<file path="src/rtl/timer_pair_pkg.sv">
package timer_pair_pkg;

  typedef struct packed {
    logic       run;
    logic [2:0] div;
    logic       slow;
    logic       ext;
  } half_cfg_t;

  localparam int unsigned CFG_W = $bits(half_cfg_t);

  localparam logic [2:0] A_MODE   = 3'd0;
  localparam logic [2:0] A_CFG_LO = 3'd1;
  localparam logic [2:0] A_CFG_HI = 3'd2;
  localparam logic [2:0] A_REL_LO = 3'd3;
  localparam logic [2:0] A_REL_HI = 3'd4;
  localparam logic [2:0] A_CNT_LO = 3'd5;
  localparam logic [2:0] A_CNT_HI = 3'd6;

endpackage

</file>
<file path="src/rtl/tp_edge_sync.sv">
module tp_edge_sync #(
  parameter int unsigned STAGES = 2
) (
  input  logic clk_i,
  input  logic rst_ni,
  input  logic async_i,
  output logic rise_o
);
  logic [STAGES:0] pipe_q;
  logic            rise_q;

  always_ff @(posedge clk_i or negedge rst_ni) begin
    if (!rst_ni) pipe_q <= '0;
    else         pipe_q <= {pipe_q[STAGES-1:0], async_i};
  end

  // edge taken between the last sync stage and one extra history bit
  always_ff @(posedge clk_i or negedge rst_ni) begin
    if (!rst_ni) rise_q <= 1'b0;
    else         rise_q <= pipe_q[STAGES-1] & ~pipe_q[STAGES];
  end

  assign rise_o = rise_q;


  single_rise_chk: assert property (@(posedge clk_i) disable iff (!rst_ni)
    rise_o |=> !rise_o);

endmodule

</file>
<file path="src/rtl/tp_prescaler.sv">
module tp_prescaler #(
  parameter int unsigned PRE_W = 8
) (
  input  logic       clk_i,
  input  logic       rst_ni,
  input  logic       clr_i,
  input  logic       src_en_i,
  input  logic [2:0] div_i,
  output logic       tick_o
);
  logic [PRE_W-1:0] cnt_q;
  logic [3:0]       shift;
  logic [PRE_W-1:0] mask;
  logic             tick_q;

  // code 7 jumps to /256, the rest are 2**code
  always_comb begin
    shift = (div_i == 3'd7) ? 4'd8 : {1'b0, div_i};
    mask  = PRE_W'((32'd1 << shift) - 32'd1);
  end

  always_ff @(posedge clk_i or negedge rst_ni) begin
    if (!rst_ni) begin
      cnt_q  <= '0;
      tick_q <= 1'b0;
    end else if (clr_i) begin
      cnt_q  <= '0;
      tick_q <= 1'b0;
    end else begin
      tick_q <= src_en_i & ((cnt_q & mask) == mask);
      if (src_en_i) cnt_q <= cnt_q + PRE_W'(1);
    end
  end

  assign tick_o = tick_q;


  tick_src_chk: assert property (@(posedge clk_i) disable iff (!rst_ni)
    tick_o |-> ($past(src_en_i) && !$past(clr_i)));

endmodule

</file>
<file path="src/rtl/tp_down_counter.sv">
module tp_down_counter #(
  parameter int unsigned CNT_W = 8
) (
  input  logic             clk_i,
  input  logic             rst_ni,
  input  logic             load_i,
  input  logic             dec_i,
  input  logic [CNT_W-1:0] reload_i,
  output logic [CNT_W-1:0] count_o,
  output logic             zero_o
);
  logic [CNT_W-1:0] cnt_q;

  always_ff @(posedge clk_i or negedge rst_ni) begin
    if (!rst_ni)     cnt_q <= '0;
    else if (load_i) cnt_q <= reload_i;
    else if (dec_i)  cnt_q <= cnt_q - CNT_W'(1);
  end

  assign count_o = cnt_q;
  assign zero_o  = (cnt_q == '0);


  load_val_chk: assert property (@(posedge clk_i) disable iff (!rst_ni)
    load_i |=> (count_o == $past(reload_i)));


  idle_hold_chk: assert property (@(posedge clk_i) disable iff (!rst_ni)
    (!load_i && !dec_i) |=> $stable(count_o));

endmodule

</file>
<file path="src/rtl/timer_pair.sv">
module timer_pair
  import timer_pair_pkg::*;
#(
  parameter int unsigned CNT_W       = 8,
  parameter int unsigned SYNC_STAGES = 2,
  parameter int unsigned PRE_W       = 8
) (
  input  logic             clk_i,
  input  logic             rst_ni,
  input  logic             osc_fast_en_i,
  input  logic             osc_slow_en_i,
  input  logic             ext_evt_i,
  input  logic             wr_en_i,
  input  logic [2:0]       addr_i,
  input  logic [CNT_W-1:0] wdata_i,
  output logic [CNT_W-1:0] rdata_o,
  output logic             uf_lo_o,
  output logic             uf_hi_o
);
  localparam int unsigned HALVES = 2;

  logic             fuse_q;
  half_cfg_t        cfg_q [HALVES];
  logic [CNT_W-1:0] rel_q [HALVES];
  logic [CNT_W-1:0] cnt   [HALVES];
  logic [HALVES-1:0] pre_tick, tick, run_eff, ld, dec, zero;
  logic             ext_rise;
  logic             both_zero;
  logic             uf_lo_q, uf_hi_q;

  // register bank
  always_ff @(posedge clk_i or negedge rst_ni) begin
    if (!rst_ni) begin
      fuse_q <= 1'b0;
      for (int h = 0; h < HALVES; h++) begin
        cfg_q[h] <= '0;
        rel_q[h] <= '0;
      end
    end else if (wr_en_i) begin
      unique case (addr_i)
        A_MODE:   fuse_q   <= wdata_i[0];
        A_CFG_LO: cfg_q[0] <= half_cfg_t'(wdata_i[CFG_W-1:0]);
        A_CFG_HI: cfg_q[1] <= half_cfg_t'(wdata_i[CFG_W-1:0]);
        A_REL_LO: rel_q[0] <= wdata_i;
        A_REL_HI: rel_q[1] <= wdata_i;
        default: ;
      endcase
    end
  end

  always_comb begin
    unique case (addr_i)
      A_MODE:   rdata_o = CNT_W'(fuse_q);
      A_CFG_LO: rdata_o = CNT_W'(cfg_q[0]);
      A_CFG_HI: rdata_o = CNT_W'(cfg_q[1]);
      A_REL_LO: rdata_o = rel_q[0];
      A_REL_HI: rdata_o = rel_q[1];
      A_CNT_LO: rdata_o = cnt[0];
      A_CNT_HI: rdata_o = cnt[1];
      default:  rdata_o = '0;
    endcase
  end

  tp_edge_sync #(.STAGES(SYNC_STAGES)) u_sync (
    .clk_i   (clk_i),
    .rst_ni  (rst_ni),
    .async_i (ext_evt_i),
    .rise_o  (ext_rise)
  );

  // high half only runs on its own in split mode
  assign run_eff[0] = cfg_q[0].run;
  assign run_eff[1] = cfg_q[1].run & ~fuse_q;

  for (genvar h = 0; h < HALVES; h++) begin : g_half
    tp_prescaler #(.PRE_W(PRE_W)) u_pre (
      .clk_i    (clk_i),
      .rst_ni   (rst_ni),
      .clr_i    (~run_eff[h]),
      .src_en_i (cfg_q[h].slow ? osc_slow_en_i : osc_fast_en_i),
      .div_i    (cfg_q[h].div),
      .tick_o   (pre_tick[h])
    );

    assign tick[h] = cfg_q[h].ext ? ext_rise : pre_tick[h];

    tp_down_counter #(.CNT_W(CNT_W)) u_cnt (
      .clk_i    (clk_i),
      .rst_ni   (rst_ni),
      .load_i   (ld[h]),
      .dec_i    (dec[h]),
      .reload_i (rel_q[h]),
      .count_o  (cnt[h]),
      .zero_o   (zero[h])
    );
  end

  assign both_zero = zero[0] & zero[1];

  always_comb begin
    if (!fuse_q) begin
      for (int h = 0; h < HALVES; h++) begin
        ld[h]  = ~run_eff[h] | (tick[h] & zero[h]);
        dec[h] = run_eff[h] & tick[h];
      end
    end else begin
      // low borrows into high; both reload only at 16-bit zero
      ld[0]  = ~run_eff[0] | (tick[0] & both_zero);
      ld[1]  = ld[0];
      dec[0] = run_eff[0] & tick[0];
      dec[1] = run_eff[0] & tick[0] & zero[0];
    end
  end

  always_ff @(posedge clk_i or negedge rst_ni) begin
    if (!rst_ni) begin
      uf_lo_q <= 1'b0;
      uf_hi_q <= 1'b0;
    end else begin
      uf_lo_q <= ~fuse_q & run_eff[0] & tick[0] & zero[0];
      uf_hi_q <= fuse_q ? (run_eff[0] & tick[0] & both_zero)
                        : (run_eff[1] & tick[1] & zero[1]);
    end
  end

  assign uf_lo_o = uf_lo_q;
  assign uf_hi_o = uf_hi_q;


  fused_lo_quiet_chk: assert property (@(posedge clk_i) disable iff (!rst_ni)
    (fuse_q && $past(fuse_q)) |-> !uf_lo_o);


  hi_borrow_chk: assert property (@(posedge clk_i) disable iff (!rst_ni)
    (fuse_q && $past(fuse_q) && cfg_q[0].run && $past(cfg_q[0].run)
     && (cnt[1] != $past(cnt[1]))) |-> $past(zero[0]));


  uf_from_zero_chk: assert property (@(posedge clk_i) disable iff (!rst_ni)
    (uf_lo_o && !$past(fuse_q)) |-> $past(zero[0]));

endmodule

</file>
<file path="config.mk">
export PLATFORM = sky130hd
export DESIGN_NAME = timer_pair
export DESIGN_NICKNAME = d
export VERILOG_FILES = /design/src/rtl/timer_pair_pkg.sv /design/src/rtl/tp_edge_sync.sv /design/src/rtl/tp_prescaler.sv /design/src/rtl/tp_down_counter.sv /design/src/rtl/timer_pair.sv
export SDC_FILE = /design/constraint.sdc
export NUM_CORES = 1
export LEC_CHECK = 0
export BUFFER_PORTS_ARGS = -buffer_cell sky130_fd_sc_hd__buf_2
export CAP_MARGIN = 40
export CORE_MARGIN = 5
export CORE_UTILIZATION = 45
export CTS_BUF_LIST = sky130_fd_sc_hd__clkbuf_16
export DETAILED_ROUTE_END_ITERATION = 10
export SETUP_SLACK_MARGIN = 0.02
export SYNTH_ARGS = -nofsm -noshare
export SYNTH_HDL_FRONTEND = slang
export SYNTH_SLANG_ARGS = --single-unit
</file>
<file path="constraint.sdc">
create_clock -name clk_i -period 3.5 [get_ports clk_i]
set_input_delay 0.35 -clock clk_i [delete_from_list [all_inputs] [get_ports clk_i]]
set_output_delay 0.35 -clock clk_i [all_outputs]
set_load 0.05 [all_outputs]
</file>
-- Yosys cells after proc, flatten, opt, wreduce, memory -nomap -nowiden
Index checks and enable logic that the tools add are counted.
- add/subtract/negate cells: 6
- equality and inequality tests: 12
- shift operators: 2
- mux-type cells: 20
- bitwise gates (word level): 25
- reduce and logical (&&, ||, !) cells: 10
- operators with widths (cell ; count):
    $mux W8 ; 8
    $pmux W8 S7 ; 1
    $sub A8 B1 Y8 const B ; 4
    $add A8 B1 Y8 const B ; 2
    $and A1 B1 Y1 ; 16
    $and A8 B8 Y8 ; 2
    $eq A8 B8 Y1 ; 2
    $logic_not A8 Y1 ; 2
    $shl A1 B4 Y8 const A ; 2
    $eq A3 B3 Y1 const B ; 5
    $reduce_and A2 Y1 ; 5
    $mux W4 ; 2
    $mux W1 ; 7
    $eq A3 B2 Y1 const B ; 2
    $mux W2 ; 2
    $ne A2 B1 Y1 const B ; 2
    $not A1 Y1 ; 4
    $reduce_bool A2 Y1 ; 2
    $eq A3 B1 Y1 const B ; 1
    $logic_not A3 Y1 ; 1
    $or A1 B1 Y1 ; 3
- register bits: 69
- input bits: 17
- output and inout port bits: 10
- logic and storage cells: 96

-- Logic depth before layout (Yosys ltp)
Gate-level depths: netlist (run 1).
- depth in word-level cells: 8
- gate-level depth with buffers: 8

-- By module
From an unflattened synthesis (run 1), not the netlist that was laid out.
- cells, all modules: 341
- area total of the unflattened synthesis: 3737.3 um^2
- by module, submodules not included (module ; instances ; cells an instance ; area an instance (um^2) ; seq. area each (um^2)):
    timer_pair ; 1 ; 138 ; 1699.1 ; 775.7
    tp_prescaler ; 2 ; 49 ; 488.0 ; 225.2
    tp_down_counter ; 2 ; 50 ; 474.2 ; 200.2
    tp_edge_sync ; 1 ; 5 ; 113.9 ; 100.1

-- Worst setup path before layout (run 1)
No wires, ideal clock.
- kind: in2out
- start point: in addr_i[0]
- end point: out rdata_o[6]
- arrival time: 2.105 ns
- required time: 3.150 ns
- path slack: 1.045 ns
- stages on the path: 4
- cell sequence: clkbuf_1 > nor2b_1 > a21oi_1 > o21ai_0
- word-level cells in the longest chain between the ends: 2
- elaborated cells on any way between the ends: 8
- RTL lines (item ; RTL line ; RTL):
    start: declaration ; timer_pair.sv:14 ; input logic [2:0] addr_i,
    $eq A3 B3 Y1 (tied with other cells) ; timer_pair.sv:52 ; unique case (addr_i)
    $pmux W8 S7 (*) ; timer_pair.sv:52 ;
    end: declaration ; timer_pair.sv:16 ; output logic [CNT_W-1:0] rdata_o,
Mark *: on every way between the ends. The rest lies on a longest branch, timed or not.

-- Worst setup path in the final report (run 1)
- start point: in addr_i[1]
- end point: out rdata_o[1]
Same word-level chain as after synthesis.

==> results.toml, run 1 <==
[status]
status = "finished, final reports clean"

[synth]
synth-edff-count = 0
synth-seq-area-share_pct = 46.91
synth_seq_cells = 69
yosys.area.top_type = "dfrtp_1"
synth_cell_types = 55
synth.avg_cell_area_um2 = 10.55
yosys.area.top_type_share_pct = 46.91
synthTopCellsByArea = "dfrtp_1 47%, mux2_2 11%, mux2i_1 4.1%"
synthArstFlopShare_pct = 100.0
synthCells = 349
synth-main-ff-cell = "dfrtp_1"
ys_warn_count = 0
synthesis.nets = 371
netlist_area_um2 = 3681

[global_route]
overflow = 0
grt_max_degree = 38
grt_pass1_vias = 2525
grt_pass1_wl_mm = 13.48
track_usage_pct = 17.43
antenna_found_initial = 0

[floorplanning]
die_y_um = 100.4
initial_core_util_pct = 45.49
core_area_um2 = 8093
ioPinCount = 27
rows = 33
die-area_um2 = 10090
die_x_um = 100.4

[worst_setup_path]
cp.required_ns = 3.15
cp-start-kind = "primary input"
slowest_stage = "buf_2"
cp-end-kind = "output port"
cp_top_family = "buffers and inverters"
critPathMostFrequentCell = "buf_2"
path_class = "in2out"
slowest_delay_ns = 0.42
cp_cell_sequence = "buf_2 -> nor2b_1 -> a22oi_1 -> a21oi_1 -> a311o_1 -> buf_2"
crit_fanout = 22
arrival_ns = 1.91
path_buf_inv = 2

[sta]
skew_ns = 0.003688
period_minus_slack_ns = 2.256
tightest_slew_ns = 0.7568
max_freq_ghz = 0.4432
finalMaxSlewViolations = 0
slew_headroom_pct = 49.27
setup_slack_ns = 1.244
rsz0062_at_grt = "no"
setup_viol = 0
finalHoldViolations = 0
setup-tns-final_ns = 0
period_share_pct = 64.47

[power_and_ir_drop]
p_leak_nw = 1.826
power_per_cell_area_nw_per_um2 = 669.8
vdd_ir_drop_max_mv = 0.3113

[worst_hold_path]
holdCritPathClass = "in2reg"

[flow_run]
cap_violations = 0

[clock_network]
cts_made_buffers = 9
clk_latency_ns = 0.33
root_buffer = "clkbuf_16"
clk_pin_slew_worst_paths_ns = 0.05
cts_tree = "built"
cts.path.max_buffers = 2
clock-sinks = 69
cts_setup_buffers = 0
htree_num_levels = 3

[finish]
area.sequential_um2 = 1727
layout_commonest_cell = "dfrtp_1"
n_fill_cell = 758
multi_input_area_um2 = 1851
final_cells = 486
post-route-util_pct = 52.30
final_cell_mix = "69 x dfrtp_1, 36 x mux2_2, 34 x nand2_1"
fin_nets = 398
layout-drive-gt1-share_pct = 23.62
area_delta_synth_final_pct = 14.99
diodes = 0

[detailed_routing]
via_count = 2640
dr.pass1.iters = 4
drc = 0
via_per_inst = 5.432
ant_nets = 0
finalWirelength_mm = 8.353
post_drt_wl_per_cell_um = 17.19
first_iter_violations = 84

[placement]
place_ws_ns = 1.292
dp_cells = 469
dpl.hpwl_mm = 5.913
io_buffers = 26
routabilityCongestion = 0.9216
through the flow:
stage,total power (W),cell area (µm²),hold WS (ns)
3_3_place_gp,0.001870,3887,0.3344
3_5_place_dp,0.001888,3908,0.1576
4_1_cts,0.002861,4233,0.1121
5_1_grt,0.002995,4233,0.1149
6_report,0.002835,4233,0.1240
2_1_floorplan,0.001684,3681,0.05441
routing by layer:
layer	track usage (%)	wire length, µm	share of wire [%]	vias to the layer above
met5	0	0	0	-
met4	4.767	108	1.3	0
met3	5.281	373	4.5	10
met2	26.96	3920	47	55
met1	23.82	3950	47	1289
li1	-	-	-	1286
power breakdown:
group / switching [W] / total (W) / internal, W
combinational: 0.000358 / 0.000686 / 0.000328
clock: 0.000335 / 0.000954 / 0.000619
sequential: 0.000228 / 0.00120 / 0.000967
kinds of logic after synthesis:
family | after synthesis | synth area share [%]
xor gates and xnor gates | 26 | 6.186
AOI/OAI and AO/OA | 64 | 11.22
buffers and inverters | 23 | 2.821
DFF | 69 | 46.91
adders and majority gates | 5 | 1.700
muxes | 52 | 15.50
and+or+nand+nor | 110 | 15.67
layout make-up:
type	instances	area share (%)
Inverter	9	0.7981
Tap cell	105	3.104
Sequential cell	69	40.79
Timing Repair Buffer	30	4.138
Clock inverter	7	2.128
Multi-Input combinational cell	257	43.72
Clock buffer	9	5.321
worst reg2reg max path, delay by kind of cell (launching register included):
family / cells / cell delay (ns)
xor+xnor: 1 / 0.17
flops: 1 / 0.48
mux: 1 / 0.26
compound gates: 1 / 0.26
simple gates: 2 / 0.94
synthesized netlist by cell type, types with 6 or more instances:
library cell	count
dfrtp_1	69
mux2_2	36
nand2_1	34
nor2_1	25
o21ai_0	21
a21oi_1	16
xnor2_1	16
mux2i_1	15
xor2_1	10
inv_1	9
nor3_1	9
clkbuf_1	6
nor2b_1	6
sequential cells by signal, indices dropped and copies added, names as in the netlist:
signal,count
uf_hi_o,1
uf_lo_o,1
rel_q,16
g_half.u_cnt.count_o,16
u_sync.pipe_q,3
fuse_q,1
g_half.u_pre.tick_o,2
g_half.u_pre.cnt_q,16
u_sync.rise_o,1
cfg_q,12
what timing repair did:
item	in CTS	in global routing
hold buffers	1	0
resized for setup	0	0
endpoints found under the hold margin	1	0
path summary, 6_finish.rpt:
| check | start | endpoint | slack [ns] | depth (start not counted) |
|---|---|---|---|---|
| worst max-delay path | addr_i[1] | rdata_o[1] | 1.24 | 6 |
| worst min-delay path | ext_evt_i | u_sync.pipe_q[0] | 0.12 | 1 |
| worst max register to register | fuse_q | g_half[1].u_cnt.count_o[5] | 1.29 | 5 |
| worst min register to register | u_sync.pipe_q[0] | u_sync.pipe_q[1] | 0.35 | 0 |
| max in group asynchronous | rst_ni | g_half[1].u_cnt.count_o[5] | 2.46 | 4 |
| min in group asynchronous | rst_ni | g_half[0].u_cnt.count_o[0] | 0.35 | 2 |
Power figures use the tool's default switching activity.
==> run 2, diff against run 1 <==
==> constraint.sdc (replaced) <==
create_clock -name clk_i -period 2.1 [get_ports clk_i]
set_input_delay 0.21 -clock clk_i [delete_from_list [all_inputs] [get_ports clk_i]]
set_output_delay 0.21 -clock clk_i [all_outputs]
set_load 0.05 [all_outputs]
==> run 2 against run 1 <==
Against the previous run:
- sequential cell count unchanged
- critical path depth fell by 2
- critical path type is now reg2reg
- design area rose by 1.5%
- non-clock buffer count grew 10
- largest cell class unchanged
- sequential power up 64%
==> results.toml, run 2 (synthesis results as in run 1) <==
[status]
status = "finished, final reports clean"

[sta]
period_share_pct = 91.21
slew_headroom_pct = 57.65
setup_viol = 0
tightest_slew_ns = 0.6352
max_freq_ghz = 0.5221
period_minus_slack_ns = 1.915
rsz0062_at_grt = "no"
finalMaxSlewViolations = 0
setup_slack_ns = 0.1846
fin_hold_ws_ns = 0.1462
finalHoldViolations = 0
skew_ns = 0.006415

[global_route]
grt_pass1_vias = 2742
antenna_found_initial = 0
grt_max_degree = 45
track_usage_pct = 17.89
overflow = 0
grt_pass1_wl_mm = 13.85

[detailed_routing]
finalWirelength_mm = 8.442
via_count = 2682
drc = 0
via_per_inst = 5.407
post_drt_wl_per_cell_um = 17.02
first_iter_violations = 75
ant_nets = 0
dr.pass1.iters = 4

[power_and_ir_drop]
vdd_ir_drop_max_mv = 0.5522
pwr-share-seq_pct = 42.2
p_sw_share_pct = 33.49
power_per_cell_area_nw_per_um2 = 1088
p_int_w = 0.003110
p_leak_nw = 1.867
pwr-share-clk_pct = 31.8
power_frac_comb_pct = 25.9
p_sw_w = 0.001566
design_power_total_w = 0.004677

[worst_setup_path]
cp.required_ns = 2.31
path_class = "reg2reg"
crit_fanout = 8
cp-start-kind = "flip-flop"
cp-end-kind = "flip-flop"
arrival_ns = 2.13
reg2regPathDepth = 4

[finish]
final_cell_mix = "69 x dfrtp_1, 36 x mux2_2, 34 x nand2_1"
layout_commonest_cell = "dfrtp_1"
area_delta_synth_final_pct = 16.72
area.sequential_um2 = 1727
diodes = 0
fin_nets = 408
multi_input_area_um2 = 1859
layout-drive-gt1-share_pct = 25.58
fin_area_um2 = 4297
n_fill_cell = 769

[placement]
dpl.hpwl_mm = 6.108
place_area_um2 = 3979
routabilityCongestion = 0.8622
io_buffers = 26
place_ws_ns = 0.1090

[floorplanning]
rows = 33
ioPinCount = 27
die_y_um = 100.4
core_area_um2 = 8093
die_x_um = 100.4
die-area_um2 = 10090
initial_core_util_pct = 45.49

[clock_network]
cts.path.max_buffers = 2
clock-sinks = 69
htree_num_levels = 3
clk_latency_ns = 0.33
root_buffer = "clkbuf_16"
cts_made_buffers = 9
clk_pin_slew_worst_paths_ns = 0.06
cts_tree = "built"
cts_setup_buffers = 0

[worst_hold_path]
hold_path_depth = 2
holdCritPathClass = "in2reg"

[flow_run]
cap_violations = 0
## run 2: stage by stage
step                utilization, %  std cells   TNS (ns)
floorplan                        -        349  -0.001519
global placement             49.17        478          0
detailed placement           49.17        478          0
CTS                          53.03        496          0
global route                 53.09        496          0
finish                       53.09        496          0
## run 2: cell type report
class	instances	area share (%)
clock buffers	9	5.242
clock inverters	7	1.573
inverters	9	0.7863
multi-input cells	257	43.27
flip-flops and latches	69	40.19
well taps	105	3.058
repair buffers	40	5.882
## run 2: power by group through the flow
stage | Sequential, W | Clock (W) | Combinational, W
2_1_floorplan | 0.00187 | 0 | 0.000939
3_5_place_dp | 0.00199 | 0 | 0.00121
5_1_grt | 0.00202 | 0.00157 | 0.00134
6_report | 0.00197 | 0.00149 | 0.00121
4_1_cts | 0.00197 | 0.00151 | 0.00122
3_3_place_gp | 0.00198 | 0 | 0.00118
## run 2: routing by layer
metal / GRT usage, % / part of all wire [%] / wire length [µm] / vias to the layer above
li1: - / - / - / 1315
met1: 22.81 / 45 / 3797 / 1300
met2: 29.56 / 47 / 3999 / 52
met3: 5.559 / 6.1 / 518 / 15
met4: 4.663 / 1.5 / 127 / 0
met5: 0 / 0 / 0 / -
## run 2: path summary, 6_finish.rpt
kind	start	end	slack (ns)
setup / recovery	g_half[1].u_cnt.count_o[2]	g_half[1].u_cnt.count_o[2]	0.18
hold / removal	wdata_i[6]	rel_q[6]	0.15
setup reg to reg	g_half[1].u_cnt.count_o[2]	g_half[1].u_cnt.count_o[2]	0.18
hold reg to reg	u_sync.pipe_q[0]	u_sync.pipe_q[1]	0.35
max in group asynchronous	rst_ni	cfg_q[5]	1.01
min in group asynchronous	rst_ni	rel_q[14]	0.44
## run 2: repair_timing
| item | in CTS | in global routing |
|---|---|---|
| setup endpoints to repair | 0 | 6 |
| gates resized for setup | 0 | 1 |
| hold buffers | 2 | 0 |
| hold endpoints to repair | 26 | 0 |
## run 2: critical path, stage by stage (launching register included)
cell and delay, ns:
dfrtp_1 0.46, nor4_2 0.45, nand3_1 0.20, o21bai_4 0.30
mux2_2 0.39
